===== src/rtl/bsp_pkg.sv =====
package bsp_pkg;

    localparam int NRAM = 2;

    typedef enum logic {
        OP_ADD = 1'b0,
        OP_SUB = 1'b1
    } op_e;

    typedef enum logic [1:0] {
        S_IDLE,
        S_FETCH,
        S_SHIFT,
        S_WB
    } pe_st_e;

    typedef struct packed {
        logic sum;
        logic cout;
    } fa_t;

    function automatic fa_t full_add(input logic a, input logic b, input logic c);
        fa_t r;
        r.sum  = a ^ b ^ c;
        r.cout = (a & b) | (a & c) | (b & c);
        return r;
    endfunction

endpackage


===== src/rtl/bsp_ram.sv =====
module bsp_ram #(
    parameter int DW = 16,
    parameter int AW = 4
) (
    input  logic          clk,
    input  logic          rst,
    input  logic          we,
    input  logic [AW-1:0] addr,
    input  logic [DW-1:0] wdata,
    output logic [DW-1:0] rdata
);
    localparam int DEPTH = 1 << AW;

    logic [DW-1:0] mem [DEPTH];

    assign rdata = mem[addr];

    always_ff @(posedge clk) begin
        if (rst) begin
            for (int k = 0; k < DEPTH; k++) mem[k] <= '0;
        end else if (we) begin
            mem[addr] <= wdata;
        end
    end
endmodule


===== src/rtl/bsp_arb.sv =====
module bsp_arb #(
    parameter int N = 3
) (
    input  logic [N-1:0] req,
    output logic [N-1:0] gnt
);
    always_comb begin
        logic taken;
        taken = 1'b0;
        gnt   = '0;
        for (int k = 0; k < N; k++) begin
            if (req[k] && !taken) begin
                gnt[k] = 1'b1;
                taken  = 1'b1;
            end
        end
    end
endmodule


===== src/rtl/bsp_pe.sv =====
module bsp_pe
    import bsp_pkg::*;
#(
    parameter int DW = 16,
    parameter int AW = 4
) (
    input  logic                      clk,
    input  logic                      rst,
    input  logic                      start,
    input  logic [AW-1:0]             src_a,
    input  logic [AW-1:0]             src_b,
    input  logic [AW-1:0]             dst,
    input  logic                      dst_ram,
    input  op_e                       code,
    input  logic [NRAM-1:0]           gnt,
    input  logic [NRAM-1:0][DW-1:0]   rdata,
    output logic [NRAM-1:0]           req,
    output logic [NRAM-1:0][AW-1:0]   addr,
    output logic                      wr,
    output logic [DW-1:0]             wdata,
    output logic                      idle,
    output logic                      done,
    output logic [DW-1:0]             result
);
    localparam int CW = (DW > 1) ? $clog2(DW) : 1;

    pe_st_e        st;
    logic [DW-1:0] a_sr, b_sr, res_sr;
    logic [CW-1:0] cnt;
    logic          carry, got_a, got_b;
    logic [AW-1:0] d_a, d_b, d_dst;
    logic          d_ram;
    op_e           d_code;
    logic          sub;
    fa_t           fa;

    assign sub = (d_code == OP_SUB);
    assign fa  = full_add(a_sr[0], b_sr[0] ^ sub, (cnt == '0) ? sub : carry);

    assign req[0]  = (st == S_FETCH && !got_a) || (st == S_WB && !d_ram);
    assign req[1]  = (st == S_FETCH && !got_b) || (st == S_WB && d_ram);
    assign addr[0] = (st == S_WB) ? d_dst : d_a;
    assign addr[1] = (st == S_WB) ? d_dst : d_b;
    assign wr      = (st == S_WB);
    assign wdata   = res_sr;
    assign idle    = (st == S_IDLE);

    always_ff @(posedge clk) begin
        if (rst) begin
            st     <= S_IDLE;
            a_sr   <= '0;
            b_sr   <= '0;
            res_sr <= '0;
            cnt    <= '0;
            carry  <= 1'b0;
            got_a  <= 1'b0;
            got_b  <= 1'b0;
            d_a    <= '0;
            d_b    <= '0;
            d_dst  <= '0;
            d_ram  <= 1'b0;
            d_code <= OP_ADD;
            done   <= 1'b0;
            result <= '0;
        end else begin
            done <= 1'b0;
            case (st)
                S_IDLE: if (start) begin
                    d_a    <= src_a;
                    d_b    <= src_b;
                    d_dst  <= dst;
                    d_ram  <= dst_ram;
                    d_code <= code;
                    got_a  <= 1'b0;
                    got_b  <= 1'b0;
                    st     <= S_FETCH;
                end
                S_FETCH: begin
                    if (gnt[0] && !got_a) begin
                        a_sr  <= rdata[0];
                        got_a <= 1'b1;
                    end
                    if (gnt[1] && !got_b) begin
                        b_sr  <= rdata[1];
                        got_b <= 1'b1;
                    end
                    if ((got_a || gnt[0]) && (got_b || gnt[1])) begin
                        cnt <= '0;
                        st  <= S_SHIFT;
                    end
                end
                S_SHIFT: begin
                    a_sr   <= a_sr >> 1;
                    b_sr   <= b_sr >> 1;
                    res_sr <= {fa.sum, res_sr[DW-1:1]};
                    carry  <= fa.cout;
                    cnt    <= cnt + 1'b1;
                    if (cnt == CW'(DW - 1)) st <= S_WB;
                end
                S_WB: if (gnt[d_ram]) begin
                    done   <= 1'b1;
                    result <= res_sr;
                    st     <= S_IDLE;
                end
                default: st <= S_IDLE;
            endcase
        end
    end
endmodule


===== src/rtl/bsp_subsys.sv =====
module bsp_subsys
    import bsp_pkg::*;
#(
    parameter int DW  = 16,
    parameter int AW  = 4,
    parameter int NPE = 2,
    parameter int PIW = (NPE > 1) ? $clog2(NPE) : 1
) (
    input  logic              clk,
    input  logic              rst,
    input  logic              hw_en,
    input  logic              hw_ram,
    input  logic [AW-1:0]     hw_addr,
    input  logic [DW-1:0]     hw_data,
    input  logic              op_valid,
    output logic              op_ready,
    input  logic [AW-1:0]     op_src_a,
    input  logic [AW-1:0]     op_src_b,
    input  logic [AW-1:0]     op_dst,
    input  logic              op_dst_ram,
    input  logic [PIW-1:0]    op_pe,
    input  logic              op_code,
    output logic [NPE-1:0]    done,
    output logic [NPE*DW-1:0] result
);
    localparam int NREQ = NPE + 1;

    logic [NRAM-1:0][NREQ-1:0] arb_req, arb_gnt;
    logic [NRAM-1:0][DW-1:0]   ram_rdata;
    logic [NPE-1:0][NRAM-1:0]  pe_req, pe_gnt;
    logic [NPE-1:0][NRAM-1:0][AW-1:0] pe_addr;
    logic [NPE-1:0][DW-1:0]    pe_wdata, pe_res;
    logic [NPE-1:0]            pe_wr, pe_idle, pe_start;

    assign op_ready = (32'(op_pe) < NPE) && pe_idle[op_pe];

    for (genvar r = 0; r < NRAM; r++) begin : g_ram
        logic          m_we;
        logic [AW-1:0] m_addr;
        logic [DW-1:0] m_wd;

        assign arb_req[r][0] = hw_en && (hw_ram == r[0]);
        for (genvar i = 0; i < NPE; i++) begin : g_rq
            assign arb_req[r][i+1] = pe_req[i][r];
            assign pe_gnt[i][r]    = arb_gnt[r][i+1];
        end

        bsp_arb #(.N(NREQ)) i_arb (.req(arb_req[r]), .gnt(arb_gnt[r]));

        always_comb begin
            m_we   = arb_gnt[r][0];
            m_addr = hw_addr;
            m_wd   = hw_data;
            for (int i = 0; i < NPE; i++) begin
                if (arb_gnt[r][i+1]) begin
                    m_we   = pe_wr[i];
                    m_addr = pe_addr[i][r];
                    m_wd   = pe_wdata[i];
                end
            end
        end

        bsp_ram #(.DW(DW), .AW(AW)) i_ram (
            .clk(clk), .rst(rst), .we(m_we), .addr(m_addr),
            .wdata(m_wd), .rdata(ram_rdata[r])
        );
    end

    for (genvar i = 0; i < NPE; i++) begin : g_pe
        assign pe_start[i] = op_valid && op_ready && (32'(op_pe) == i);

        bsp_pe #(.DW(DW), .AW(AW)) i_pe (
            .clk(clk), .rst(rst), .start(pe_start[i]),
            .src_a(op_src_a), .src_b(op_src_b), .dst(op_dst),
            .dst_ram(op_dst_ram), .code(op_e'(op_code)),
            .gnt(pe_gnt[i]), .rdata(ram_rdata),
            .req(pe_req[i]), .addr(pe_addr[i]), .wr(pe_wr[i]),
            .wdata(pe_wdata[i]), .idle(pe_idle[i]),
            .done(done[i]), .result(pe_res[i])
        );

        assign result[i*DW +: DW] = pe_res[i];
    end
endmodule


===== config.mk =====
export PLATFORM = sky130hd
export DESIGN_NAME = bsp_subsys
export DESIGN_NICKNAME = d
export VERILOG_FILES = /design/src/rtl/bsp_pkg.sv /design/src/rtl/bsp_ram.sv /design/src/rtl/bsp_arb.sv /design/src/rtl/bsp_pe.sv /design/src/rtl/bsp_subsys.sv
export SDC_FILE = /design/constraint.sdc
export NUM_CORES = 1
export LEC_CHECK = 0
export BUFFER_PORTS_ARGS = -buffer_cell sky130_fd_sc_hd__buf_2
export CAP_MARGIN = 10
export CORE_UTILIZATION = 61
export DETAILED_ROUTE_END_ITERATION = 10
export PLACE_DENSITY = 0.79
export SLEW_MARGIN = 40
export SYNTH_ARGS = -nofsm -noshare
export SYNTH_HDL_FRONTEND = slang
export SYNTH_HIERARCHICAL = 1
export SYNTH_SLANG_ARGS = --single-unit
export TNS_END_PERCENT = 30

===== constraint.sdc =====
create_clock -name clk -period 5.7 [get_ports clk]
set_input_delay 1.14 -clock clk [delete_from_list [all_inputs] [get_ports clk]]
set_output_delay 1.14 -clock clk [all_outputs]
set_load 0.01 [all_outputs]

==> results.txt <==
In this run, post-CTS hold repair placed 0 buffers. STA classifies the critical path startpoint as a flip-flop. For the register-to-register setup slack, the log shows 1.11 ns. The final critical path takes up 80.6% of the cycle.

The tools report the total overflow reported by the global router as 0. The chip height works out to 231 um. STA puts the critical path data arrival time at 5.05 ns. Summing all multi-input logic gate instances after layout gives 12400 um2. Max-cap violations in this run came to 0. No sink is reached through more buffers than the 3 on the longest clock path. Clock share of power: 29.7%.

In this run the tool buffered the top-level ports with 74 buffer cells. In this run the cell area of the synthesized design comes to 32100 um2. In this run the core area contains 83 standard-cell rows.

The clock reaches the later pin of the worst-skew pair after 0.61 ns. Post-CTS repair changed the size of 0 cells. For this design the ratio of total power to cell area is 419 nW/um2.

The run finished with clean final reports. The synthesized net count was 2473. In the layout the commonest cells are 515 x sky130_fd_sc_hd__and2_1, 512 x sky130_fd_sc_hd__edfxtp_1, 176 x sky130_fd_sc_hd__dfxtp_1, 170 x sky130_fd_sc_hd__mux2i_1, 151 x sky130_fd_sc_hd__nand2_1. The run gives 0 as the number of post-CTS setup repair buffers. In this run the worst path has a maximum fanout of 20. The number of diodes added for antenna fixing was 0; the mean routed wirelength per cell was 25.1 um. The tools report the final weighted congestion of routability-driven global placement as 0.947.

The wire length after detailed routing came out at 80000 um. The kind of cell with the highest combined delay along the critical path is compound AO/OA/AOI/OAI gates. The internal portion of the total power is 10000 uW. The run gives 0 as the final max-slew violation count.

Among all stages on the critical path, the largest delay is contributed by sky130_fd_sc_hd__o21ai_4. Each instance of the synthesized netlist takes up on average 13.3 um2. The tools report the die area as 53500 um2. End of the critical path: g_pe[1].i_pe/b_sr[12]. TritonCTS built the clock tree. The number of DRC violations after detailed-routing iteration 0 was 2383.

Pin placement for this block handled 75 I/O pins. The residual DRC count is 0. Count of final hold-check violations: 0. Most common library cell in the layout ignoring fill and taps: sky130_fd_sc_hd__and2_1. Setup violations remaining at the end of the flow were counted as 0. Synthesis produced a netlist whose cell count is 2417. The register clock-pin slew on the reported worst setup and hold paths is 0.06 ns.

The fraction of layout instances using a drive strength above 1 works out to 21.5%. For this run, the post-layout net count is 2512. The summed negative setup slack over all endpoints came out at 0 ns.

The overall fraction of global-route tracks in use was 30.3%. Setup repair after global routing left no endpoint under its margin. Net switching is 32.8% of the power. In this run, the combinational gates consume 30.1% of the power. For the final database, setup skew stands at 0.0147 ns. The path class of the tightest hold or removal check is reg -> reg.

The slew at the pin closest to its max-slew limit was 0.889 ns. The tools report the distinct cell type count of the synthesized netlist as 58. The root buffer cell chosen for the clock tree is sky130_fd_sc_hd__clkbuf_16.

The endpoint identified for the worst register-to-register timing path is g_pe[1].i_pe/b_sr[12]. In this run the worst setup path begins at g_pe[0].i_pe/st[1]. The required time at the worst-slack endpoint is 6.15 ns. The die is 231 um wide.

The worst setup path is captured at a flip-flop. The logs give 6 for the Yosys warning count and 18900 um2 for the total area of sequential cells. The critical path in this run is classified as reg -> reg. Dividing the detail-routed via count by the number of cells gives 6.33. The H-tree level count was 3; the highest cell delay on the worst timing path was 0.67 ns. The buffers plus inverters on the worst setup path is 2. The number of placed instances, taps included is 3064, and the starting density of the core is 62.1%. The first detailed-routing pass ran for 5 iterations. The startpoint of the most critical register-to-register path was g_pe[0].i_pe/st[1].

The growth of design area from synthesis to finish is 10.9%, and the minimum clock period after layout is 4.59 ns. IR analysis of the VDD net gives a maximum drop of 255 uV. Once layout is complete, the cells apart from fillers number 3185. The count of nets left with antenna violations once routing finished came out at 0. Along the worst hold path, the cell count comes to 2. In this run the number of cells on the critical path is 13. The tools report the via count of the first global-routing pass as 19.5k. Of the total power, registers draw 40.2%. Initial antenna violation count: 6. CTS sink count: 688.

The first global-routing pass estimated 119000 um of wire. For the highest achievable clock rate, the log shows 218 MHz. The switching component of the power is 4880 uW. The floorplan step defined a core boundary enclosing 51600 um2. Walking the worst path, the cells encountered are ha_1 -> nand2_1 -> o21ai_0 -> nor2b_4 -> mux2i_1 -> o21ai_4 -> buf_4 -> buf_4 -> mux4_2 -> a22oi_1 -> nand2_1 -> mux2i_1 -> a211oi_2. The count of state elements after synthesis is 688, and the post-detailed-placement half-perimeter wirelength is 52200 um. The cell leakage power was 0.0129 uW; the largest net degree at the start of global routing was 75. The post-synthesis sequential area ratio is 59.0%. The worst reg-to-reg path cell count was 13.

Buffers inserted during clock tree synthesis total 70. The worst slew slack as a fraction of its limit was 40.7%. The run gives 3364 as the filler cell count in the final layout. The routed layout has 20.2k vias.
worst register-to-register path, stage by stage (launching register included):
cell and delay [ns]:
sky130_fd_sc_hd__dfxtp_1 0.40, sky130_fd_sc_hd__ha_1 0.57, sky130_fd_sc_hd__nand2_1 0.10, sky130_fd_sc_hd__o21ai_0 0.19, sky130_fd_sc_hd__nor2b_4 0.43, sky130_fd_sc_hd__mux2i_1 0.21
sky130_fd_sc_hd__o21ai_4 0.67, sky130_fd_sc_hd__buf_4 0.46, sky130_fd_sc_hd__buf_4 0.28, sky130_fd_sc_hd__mux4_2 0.37, sky130_fd_sc_hd__a22oi_1 0.31, sky130_fd_sc_hd__nand2_1 0.17
sky130_fd_sc_hd__mux2i_1 0.19, sky130_fd_sc_hd__a211oi_2 0.09
through the flow:
stage / util, % / hold WS, ns / cell area [um2] / setup WS, ns / total power [uW]
floorplan: - / 0.436 / 32100 / 1.87 / 9030
global placement: 64.2 / 0.444 / 33100 / 0.941 / 10300
detailed placement: 64.6 / 0.450 / 33400 / 0.792 / 10500
CTS: 68.8 / 0.458 / 35500 / 1.22 / 14800
global route: 68.9 / 0.467 / 35500 / 0.870 / 15400
finish: 68.9 / 0.460 / 35500 / 1.11 / 14900
cells by family (layout without fill, tap and decap cells):
logic type      after synthesis  after routing  synth area share, %
compound gates              258            258                 6.21
xor+xnor                      2              2               0.0547
fa+ha+maj                    16             16                0.671
buf+inv                     222            310                 3.31
flops                       688            688                 59.0
mux                         309            309                 14.7
simple gates                922            922                 16.1
final cells by class:
| class | count | area share, % |
|---|---|---|
| clock inverter | 26 | 0.641 |
| timing repair buffer | 153 | 3.03 |
| multi-input combinational | 1507 | 34.9 |
| tap | 680 | 2.39 |
| inverter | 36 | 0.380 |
| clock buffer | 95 | 5.49 |
| sequential | 688 | 53.2 |
sequential cells by signal (all words and copies together) (netlist names), 4 cells and up:
signal,flops
g_pe.i_pe/st,4
g_pe.i_pe/d_a,8
g_pe.i_pe/a_sr,32
g_pe.i_pe/cnt,8
g_pe.i_pe/wdata,32
g_pe.i_pe/result,32
g_pe.i_pe/b_sr,32
g_pe.i_pe/d_dst,8
g_pe.i_pe/d_b,8
g_ram.i_ram/mem,512
synthesized netlist by cell type (all sizes together):
cell type,n,area share (%)
and3b,1,0.027
nand4b,4,0.13
nor2b,7,0.14
clkbuf,104,1.2
mux2,7,0.27
o21a,2,0.047
a22oi,64,1.5
o2bb2ai,2,0.055
a21oi,42,0.68
and3,1,0.020
nor2,160,2.1
o22ai,4,0.078
o32ai,4,0.11
edfxtp,512,48
o22a,2,0.055
inv,36,0.42
a31o,2,0.055
nand4,2,0.039
o21ai,64,1.0
buf,82,1.7
and2,517,10
xor2,2,0.055
fa,2,0.12
nand4bb,4,0.14
nor3,14,0.37
a21boi,2,0.047
and4b,2,0.062
or4b,2,0.086
or2,32,0.62
nand3,8,0.12
a32oi,6,0.16
mux2i,174,5.4
ha,14,0.55
nor3b,2,0.078
a31oi,2,0.039
nand2b,12,0.23
a211oi,62,2.4
mux4,128,9.0
nand2,154,1.9
dfxtp,176,11
how the worst min path moves through the flow:
stage                                    from             endpoint  slack (ns)
after global routing      g_pe[0].i_pe/d_b[2]  g_pe[0].i_pe/d_b[2]        0.47
after global placement    g_pe[1].i_pe/d_b[0]  g_pe[1].i_pe/d_b[0]        0.44
after CTS                 g_pe[1].i_pe/d_a[1]  g_pe[1].i_pe/d_a[1]        0.46
after detailed placement  g_pe[1].i_pe/d_a[1]  g_pe[1].i_pe/d_a[1]        0.45
final                     g_pe[1].i_pe/d_b[3]  g_pe[1].i_pe/d_b[3]        0.46
after floorplan           g_pe[0].i_pe/d_a[0]  g_pe[0].i_pe/d_a[0]        0.44
power groups by stage:
stage | combinational (uW) | clock, uW | sequential, uW
after floorplan | 3040 | 0 | 6000
after CTS | 4410 | 4460 | 5970
after global routing | 4720 | 4640 | 6010
after global placement | 4220 | 0 | 6050
after detailed placement | 4390 | 0 | 6080
final | 4490 | 4420 | 5980
per-layer routing:
metal	up-vias	track usage [%]	routed length [um]
met1	10100	42.9	32300
met4	0	11.8	2700
met2	1088	46.3	36600
li1	8786	-	-
met5	-	0	0
met3	160	5.91	8490
(Power assumes the default switching activity.)
